--- config.mk ---
export PLATFORM = sky130hd
export DESIGN_NAME = magswitch_core
export DESIGN_NICKNAME = d
export VERILOG_FILES = /design/src/rtl/magswitch_pkg.sv /design/src/rtl/magswitch_thresh.sv /design/src/rtl/magswitch_cmp.sv /design/src/rtl/magswitch_state.sv /design/src/rtl/magswitch_core.sv
export SDC_FILE = /design/constraint.sdc
export NUM_CORES = 1
export LEC_CHECK = 0
export ABC_AREA = 1
export ABC_CLOCK_PERIOD_IN_PS = 12000
export CORE_ASPECT_RATIO = 1.25
export CORE_MARGIN = 3
export CORE_UTILIZATION = 60
export CTS_BUF_LIST = sky130_fd_sc_hd__clkbuf_8 sky130_fd_sc_hd__clkbuf_16
export CTS_CLUSTER_DIAMETER = 60
export CTS_CLUSTER_SIZE = 28
export DETAILED_ROUTE_END_ITERATION = 8
export GPL_TIMING_DRIVEN = 0
export PLACE_DENSITY = 0.81
export SLEW_MARGIN = 0
export SYNTH_ARGS = -nofsm -noshare
export SYNTH_HDL_FRONTEND = slang
export SYNTH_SLANG_ARGS = --single-unit
--- constraint.sdc ---
create_clock -name clk -period 12 [get_ports clk]
set_input_delay 2.4 -clock clk [delete_from_list [all_inputs] [get_ports clk]]
set_output_delay 2.4 -clock clk [all_outputs]
set_load 0.005 [all_outputs]
--- src/rtl/magswitch_pkg.sv ---
package magswitch_pkg;

    typedef enum logic {
        SW_RELEASED = 1'b0,
        SW_OPERATED = 1'b1
    } sw_state_e;

    typedef struct packed {
        logic above_op;     // field strictly above operate point
        logic below_rp;     // field strictly below release point
        logic pwrup_on;     // field at or above operate point + guard
    } cmp_flags_t;

    function automatic sw_state_e next_state(
        input sw_state_e  cur,
        input logic       first,
        input cmp_flags_t fl
    );
        sw_state_e nxt;
        nxt = cur;
        if (first) begin
            nxt = fl.pwrup_on ? SW_OPERATED : SW_RELEASED;
        end else if (cur == SW_RELEASED && fl.above_op) begin
            nxt = SW_OPERATED;
        end else if (cur == SW_OPERATED && fl.below_rp) begin
            nxt = SW_RELEASED;
        end
        return nxt;
    endfunction

endpackage

--- src/rtl/magswitch_thresh.sv ---
module magswitch_thresh #(
    parameter int TRIM_W   = 6,
    parameter int CMP_W    = 26,
    parameter int INIT_OFS = -14,
    parameter int STEP     = 5,
    parameter int HYST     = 15,
    parameter int GUARD    = 10
) (
    input  logic [TRIM_W-1:0]       trim_code,
    output logic signed [CMP_W-1:0] op_pt,
    output logic signed [CMP_W-1:0] rel_pt,
    output logic signed [CMP_W-1:0] pwrup_pt
);
    logic signed [CMP_W-1:0] trim_x;
    logic signed [CMP_W-1:0] step_x;
    logic signed [CMP_W-1:0] ofs_x;

    always_comb begin
        trim_x   = CMP_W'(trim_code);
        step_x   = CMP_W'(STEP);
        ofs_x    = CMP_W'(INIT_OFS);
        op_pt    = ofs_x + trim_x * step_x;
        rel_pt   = op_pt - CMP_W'(HYST);
        pwrup_pt = op_pt + CMP_W'(GUARD);
    end
endmodule

--- src/rtl/magswitch_cmp.sv ---
module magswitch_cmp
    import magswitch_pkg::*;
#(
    parameter int FIELD_W = 16,
    parameter int CMP_W   = 26
) (
    input  logic signed [FIELD_W-1:0] field_in,
    input  logic signed [CMP_W-1:0]   op_pt,
    input  logic signed [CMP_W-1:0]   rel_pt,
    input  logic signed [CMP_W-1:0]   pwrup_pt,
    output cmp_flags_t                flags
);
    logic signed [CMP_W-1:0] field_x;

    always_comb begin
        field_x        = CMP_W'(field_in);
        flags.above_op = (field_x > op_pt);
        flags.below_rp = (field_x < rel_pt);
        flags.pwrup_on = (field_x >= pwrup_pt);
    end
endmodule

--- src/rtl/magswitch_state.sv ---
module magswitch_state
    import magswitch_pkg::*;
(
    input  logic       clk,
    input  logic       rst,
    input  logic       sample_valid,
    input  cmp_flags_t flags,
    output sw_state_e  state
);
    logic primed;

    always_ff @(posedge clk) begin
        if (rst) begin
            state  <= SW_RELEASED;
            primed <= 1'b0;
        end else if (sample_valid) begin
            state  <= next_state(state, !primed, flags);
            primed <= 1'b1;
        end
    end
endmodule

--- src/rtl/magswitch_core.sv ---
module magswitch_core
    import magswitch_pkg::*;
#(
    parameter int FIELD_W  = 16,
    parameter int TRIM_W   = 6,
    parameter int INIT_OFS = -14,
    parameter int STEP     = 5,
    parameter int HYST     = 15,
    parameter int GUARD    = 10,
    parameter bit REVERSE  = 1'b0
) (
    input  logic                      clk,
    input  logic                      rst,
    input  logic                      sample_valid,
    input  logic signed [FIELD_W-1:0] field_in,
    input  logic [TRIM_W-1:0]         trim_code,
    output logic                      operated,
    output logic                      hi_current
);
    localparam int CMP_W = FIELD_W + TRIM_W + 4;

    logic signed [CMP_W-1:0] op_pt;
    logic signed [CMP_W-1:0] rel_pt;
    logic signed [CMP_W-1:0] pwrup_pt;
    cmp_flags_t              flags;
    sw_state_e               state;

    magswitch_thresh #(
        .TRIM_W(TRIM_W), .CMP_W(CMP_W), .INIT_OFS(INIT_OFS),
        .STEP(STEP), .HYST(HYST), .GUARD(GUARD)
    ) u_thresh (
        .trim_code(trim_code),
        .op_pt(op_pt),
        .rel_pt(rel_pt),
        .pwrup_pt(pwrup_pt)
    );

    magswitch_cmp #(
        .FIELD_W(FIELD_W), .CMP_W(CMP_W)
    ) u_cmp (
        .field_in(field_in),
        .op_pt(op_pt),
        .rel_pt(rel_pt),
        .pwrup_pt(pwrup_pt),
        .flags(flags)
    );

    magswitch_state u_state (
        .clk(clk),
        .rst(rst),
        .sample_valid(sample_valid),
        .flags(flags),
        .state(state)
    );

    assign operated = (state == SW_OPERATED);

    generate
        if (REVERSE) begin : g_rev
            assign hi_current = operated;
        end else begin : g_norm
            assign hi_current = !operated;
        end
    endgenerate
endmodule

==> flow_summary_export.csv <==
group,metric,value,unit
detailed_routing,drcViolationCount,0,
global_route,grt_pass1_wl,11.2,mm
sta,worst-slew-pin-transition,1.14,ns
pwr,pwr_density_cell,81.9,nW/um^2
logic_synthesis,syn-num-nets,517,
clock_tree,cts.clk_slew.worst_paths,0.03,ns
global_route,grt-busiest-layer,"met2",
clock_tree,postCtsSetupRepairBufs,0,
logic_synthesis,synth_ff_type,"dfxtp_1",
cells_and_area,final_nets,548,
logic_synthesis,synth-edff-count,0,
pwr,p_sw_frac,0.539,
detailed_routing,ant_nets,0,
place,port_buffers,26,
clock_tree,cts_buffers,3,
pwr,switching_power,136,uW
pwr,share_comb_of_total_power,0.863,
detailed_routing,vias,2861,
logic_synthesis,synth_top_family_by_area,"adder cells",
global_route,grt_util_met2,0.510,
sta,min_period,7.24,ns
worst_setup_path,start_kind,"input pin",
worst_setup_path,startpoint,"trim_code[1]",
floorplan,die_x,66.0,um
sta,fin_setup_tns,0,ns
worst_setup_path,cp-endpoint,"u_state.state$_SDFFE_PP0P_",
worst_setup_path,path_max_fanout,8,
worst_setup_path,ff2ff_path_depth,7,
clock_tree,cts_tree,"built",
global_route,gr-usage-met3,0.0180,
logic_synthesis,synth_compound_area_frac,0.178,
pwr,p_total,252,uW
pwr,vdd_drop_max,67.2,uV
place,place_congestion,0.871,
sta,rsz0062_at_grt,"false",
cells_and_area,fillers,368,
logic_synthesis,netlist_instances,409,
cells_and_area,antenna-diode-count,0,
floorplan,rows,26,
clock_tree,insertion_delay,0.21,ns
detailed_routing,wl_per_cell,13.3,um
clock_tree,ctsLongestPathBuffers,2,
job,maxCapViolCount,0,
global_route,grt_max_degree,29,
detailed_routing,drt_iter0_drc,121,
logic_synthesis,synth-simple-area-share,0.300,
worst_setup_path,worstSetupPathType,"in2reg",
floorplan,die_h,81.1,um
cells_and_area,drive_gt1_frac,0.0708,
sta,hold_viol,0,
worst_setup_path,reg2reg_to,"u_state.state$_SDFFE_PP0P_",
logic_synthesis,synth.avg_cell_area,6.61,um^2
global_route,gr-total-overflow,0,
logic_synthesis,synth_area_leaders,"ha_1 38%, nand2_1 11%, a21oi_1 8.9%, nor2_1 5.7%, inv_1 5.6%",
worst_setup_path,cp.required,12.14,ns
logic_synthesis,yosysSeqAreaShare,0.0148,
worst_setup_path,r2r_start,"u_state.state$_SDFFE_PP0P_",
logic_synthesis,synthXorXnorAreaFrac,0.0481,
clock_tree,cts_resized,0,
detailed_routing,via_per_inst,5.79,
logic_synthesis,synth-adder-area-share,0.387,
logic_synthesis,synth_top_cell_area_share,0.379,
pwr,p_int,116,uW
logic_synthesis,synth-async-reset-ratio,0,
sta,post-route-period-util,0.603,
clock_tree,htree_levels,1,
clock_tree,tritoncts_num_sinks,2,
global_route,grt_util_met1,0.293,
pwr,seqPwrFrac,0.032,
logic_synthesis,yosys_warnings,0,
detailed_routing,routed_wl,6.57,mm
floorplan,die_area,5350,um^2
logic_synthesis,muxShareOfSynthArea,0,
sta,setup_viol,0,
cells_and_area,syn_to_final_growth,13.7,%
logic_synthesis,synth_largest_area_cell,"ha_1",
clock_tree,postCtsHoldBufs,0,
pwr,p_leak,0.00145,uW
clock_tree,ctsRootBufferMaster,"clkbuf_8",
logic_synthesis,synth.most_common_cell,"ha_1",
detailed_routing,drtPass1Iterations,4,
pwr,pwr-share-clk,0.105,
logic_synthesis,synth.ff_latch_count,2,
logic_synthesis,syn_area,2700,um^2
sta,final_max_slew_viol_count,0,
logic_synthesis,ys_top_cells_by_count,"82 x ha_1, 81 x nand2_1, 48 x a21oi_1",
global_route,grtUsageTotal,0.256,
worst_setup_path,critical_path.endpoint_type,"flop",
worst_setup_path,ff2ff_setup_slack,11.05,ns
min_path,hold_path_class,"reg2reg",
sta,max_freq,0.138,GHz
floorplan,core-area,4230,um^2
global_route,grt_pass1_vias,2709,
sta,finClkSkew,0.000288,ns
sta,slew_headroom,0.236,
logic_synthesis,synthDistinctLibCells,38,
place,hpwl,5.65,mm
floorplan,initial_core_util,0.639,
outcome,outcome,"finished, final reports clean",
global_route,antenna_found_initial,0,
worst_setup_path,arrival,7.38,ns
floorplan,num_io_pins,27,
==> routing by layer <==
layer	routed length (um)	share of wire	vias up
met5	0	0	-
met4	132	0.020	0
met3	171	0.026	11
met2	3450	0.53	62
met1	2820	0.43	1298
li1	-	-	1490
==> power by group through the flow <==
stage          registers (uW)  logic [uW]  clock network, uW
2_1_floorplan            7.89         164                  0
4_1_cts                  7.95         218               27.1
3_3_place_gp             7.97         209                  0
6_report                 7.99         218               26.5
5_1_grt                  8.00         250               27.5
3_5_place_dp             8.02         216                  0
==> layout by cell type, fill, tap and decap left out, types with 2 or more instances in the layout <==
cell type and instances:
clkbuf_1 2, xnor2_1 2, nand2_1 81, nand3_2 3, o21ai_0 15, nand3_1 20
inv_1 40, xor2_1 11, o2111ai_1 2, ha_1 82, nand4_1 9, or2_2 3
nand2_4 2, nand2_2 3, a21oi_1 48, o31ai_1 4, nor2_1 41, o211ai_1 7
inv_2 5, nor2_4 2, dfxtp_1 2, nor3_1 4, a211oi_1 3, clkdlybuf4s50_1 26
buf_2 2, clkbuf_8 3, nor4_1 3
==> layout make-up <==
type	count	area, um^2	area share
multi-input combinational	356	2470	0.802
timing repair buffer	26	260	0.0846
inverter	47	179	0.0582
tap	56	70.1	0.0228
clock buffer	3	41.3	0.0134
sequential	2	40.0	0.0130
buffer	4	17.5	0.00570
==> cells by family (layout without fill, tap and decap cells) <==
logic type / Yosys count / count (layout)
adders and majority gates: 83 / 83
AOI/OAI and AO/OA: 84 / 84
xor gates and xnor gates: 14 / 14
and+or+nand+nor: 175 / 175
DFF: 2 / 2
buffers and inverters: 51 / 80
==> worst min path at each step <==
stage | startpoint | endpoint | slack, ns | depth (start not counted)
floorplan | u_state.primed$_SDFFE_PP0P_ | u_state.primed$_SDFFE_PP0P_ | 0.48 | 2
global placement | u_state.state$_SDFFE_PP0P_ | u_state.state$_SDFFE_PP0P_ | 0.50 | 2
detailed placement | u_state.state$_SDFFE_PP0P_ | u_state.state$_SDFFE_PP0P_ | 0.51 | 2
CTS | u_state.state$_SDFFE_PP0P_ | u_state.state$_SDFFE_PP0P_ | 0.52 | 2
global route | u_state.state$_SDFFE_PP0P_ | u_state.state$_SDFFE_PP0P_ | 0.54 | 2
finish | u_state.state$_SDFFE_PP0P_ | u_state.state$_SDFFE_PP0P_ | 0.53 | 2
==> worst max-delay path, stage by stage <==
cell and delay, ns:
clkdlybuf4s50_1 0.58, ha_1 0.38, ha_1 0.18, inv_1 0.06, fa_1 0.59, inv_1 0.06, nor2_1 0.15, nand2_1 0.08
inv_2 0.06, nand2_2 0.06, nor2_1 0.11, ha_1 0.31, inv_1 0.14, nand3_2 0.21, o31ai_1 0.26, ha_1 0.35
nand2_1 0.11, nor2_1 0.05, a211oi_1 0.24, o21ai_0 0.14, a21oi_1 0.17, nand2_1 0.08, or2_2 0.27, nand3_1 0.06
nand2_1 0.06, nand2_1 0.05, nand2_1 0.06, a21oi_2 0.10
==> registers in the layout, summed over array words and instances (netlist names) <==
name            count
u_state.primed      1
u_state.state       1
==> metrics by stage <==
stage          cell area (um^2)  utilization  cells  hold WS, ns  worst slack (ns)
3_5_place_dp               3030        0.717    491        0.515              4.59
3_3_place_gp               3030        0.717    491        0.498              4.68
4_1_cts                    3080        0.727    494        0.522              4.78
5_1_grt                    3080        0.727    494        0.540              4.40
2_1_floorplan              2700            -    409        0.481              5.90
6_report                   3080        0.727    494        0.526              4.76
Power figures use the tool's default switching activity.
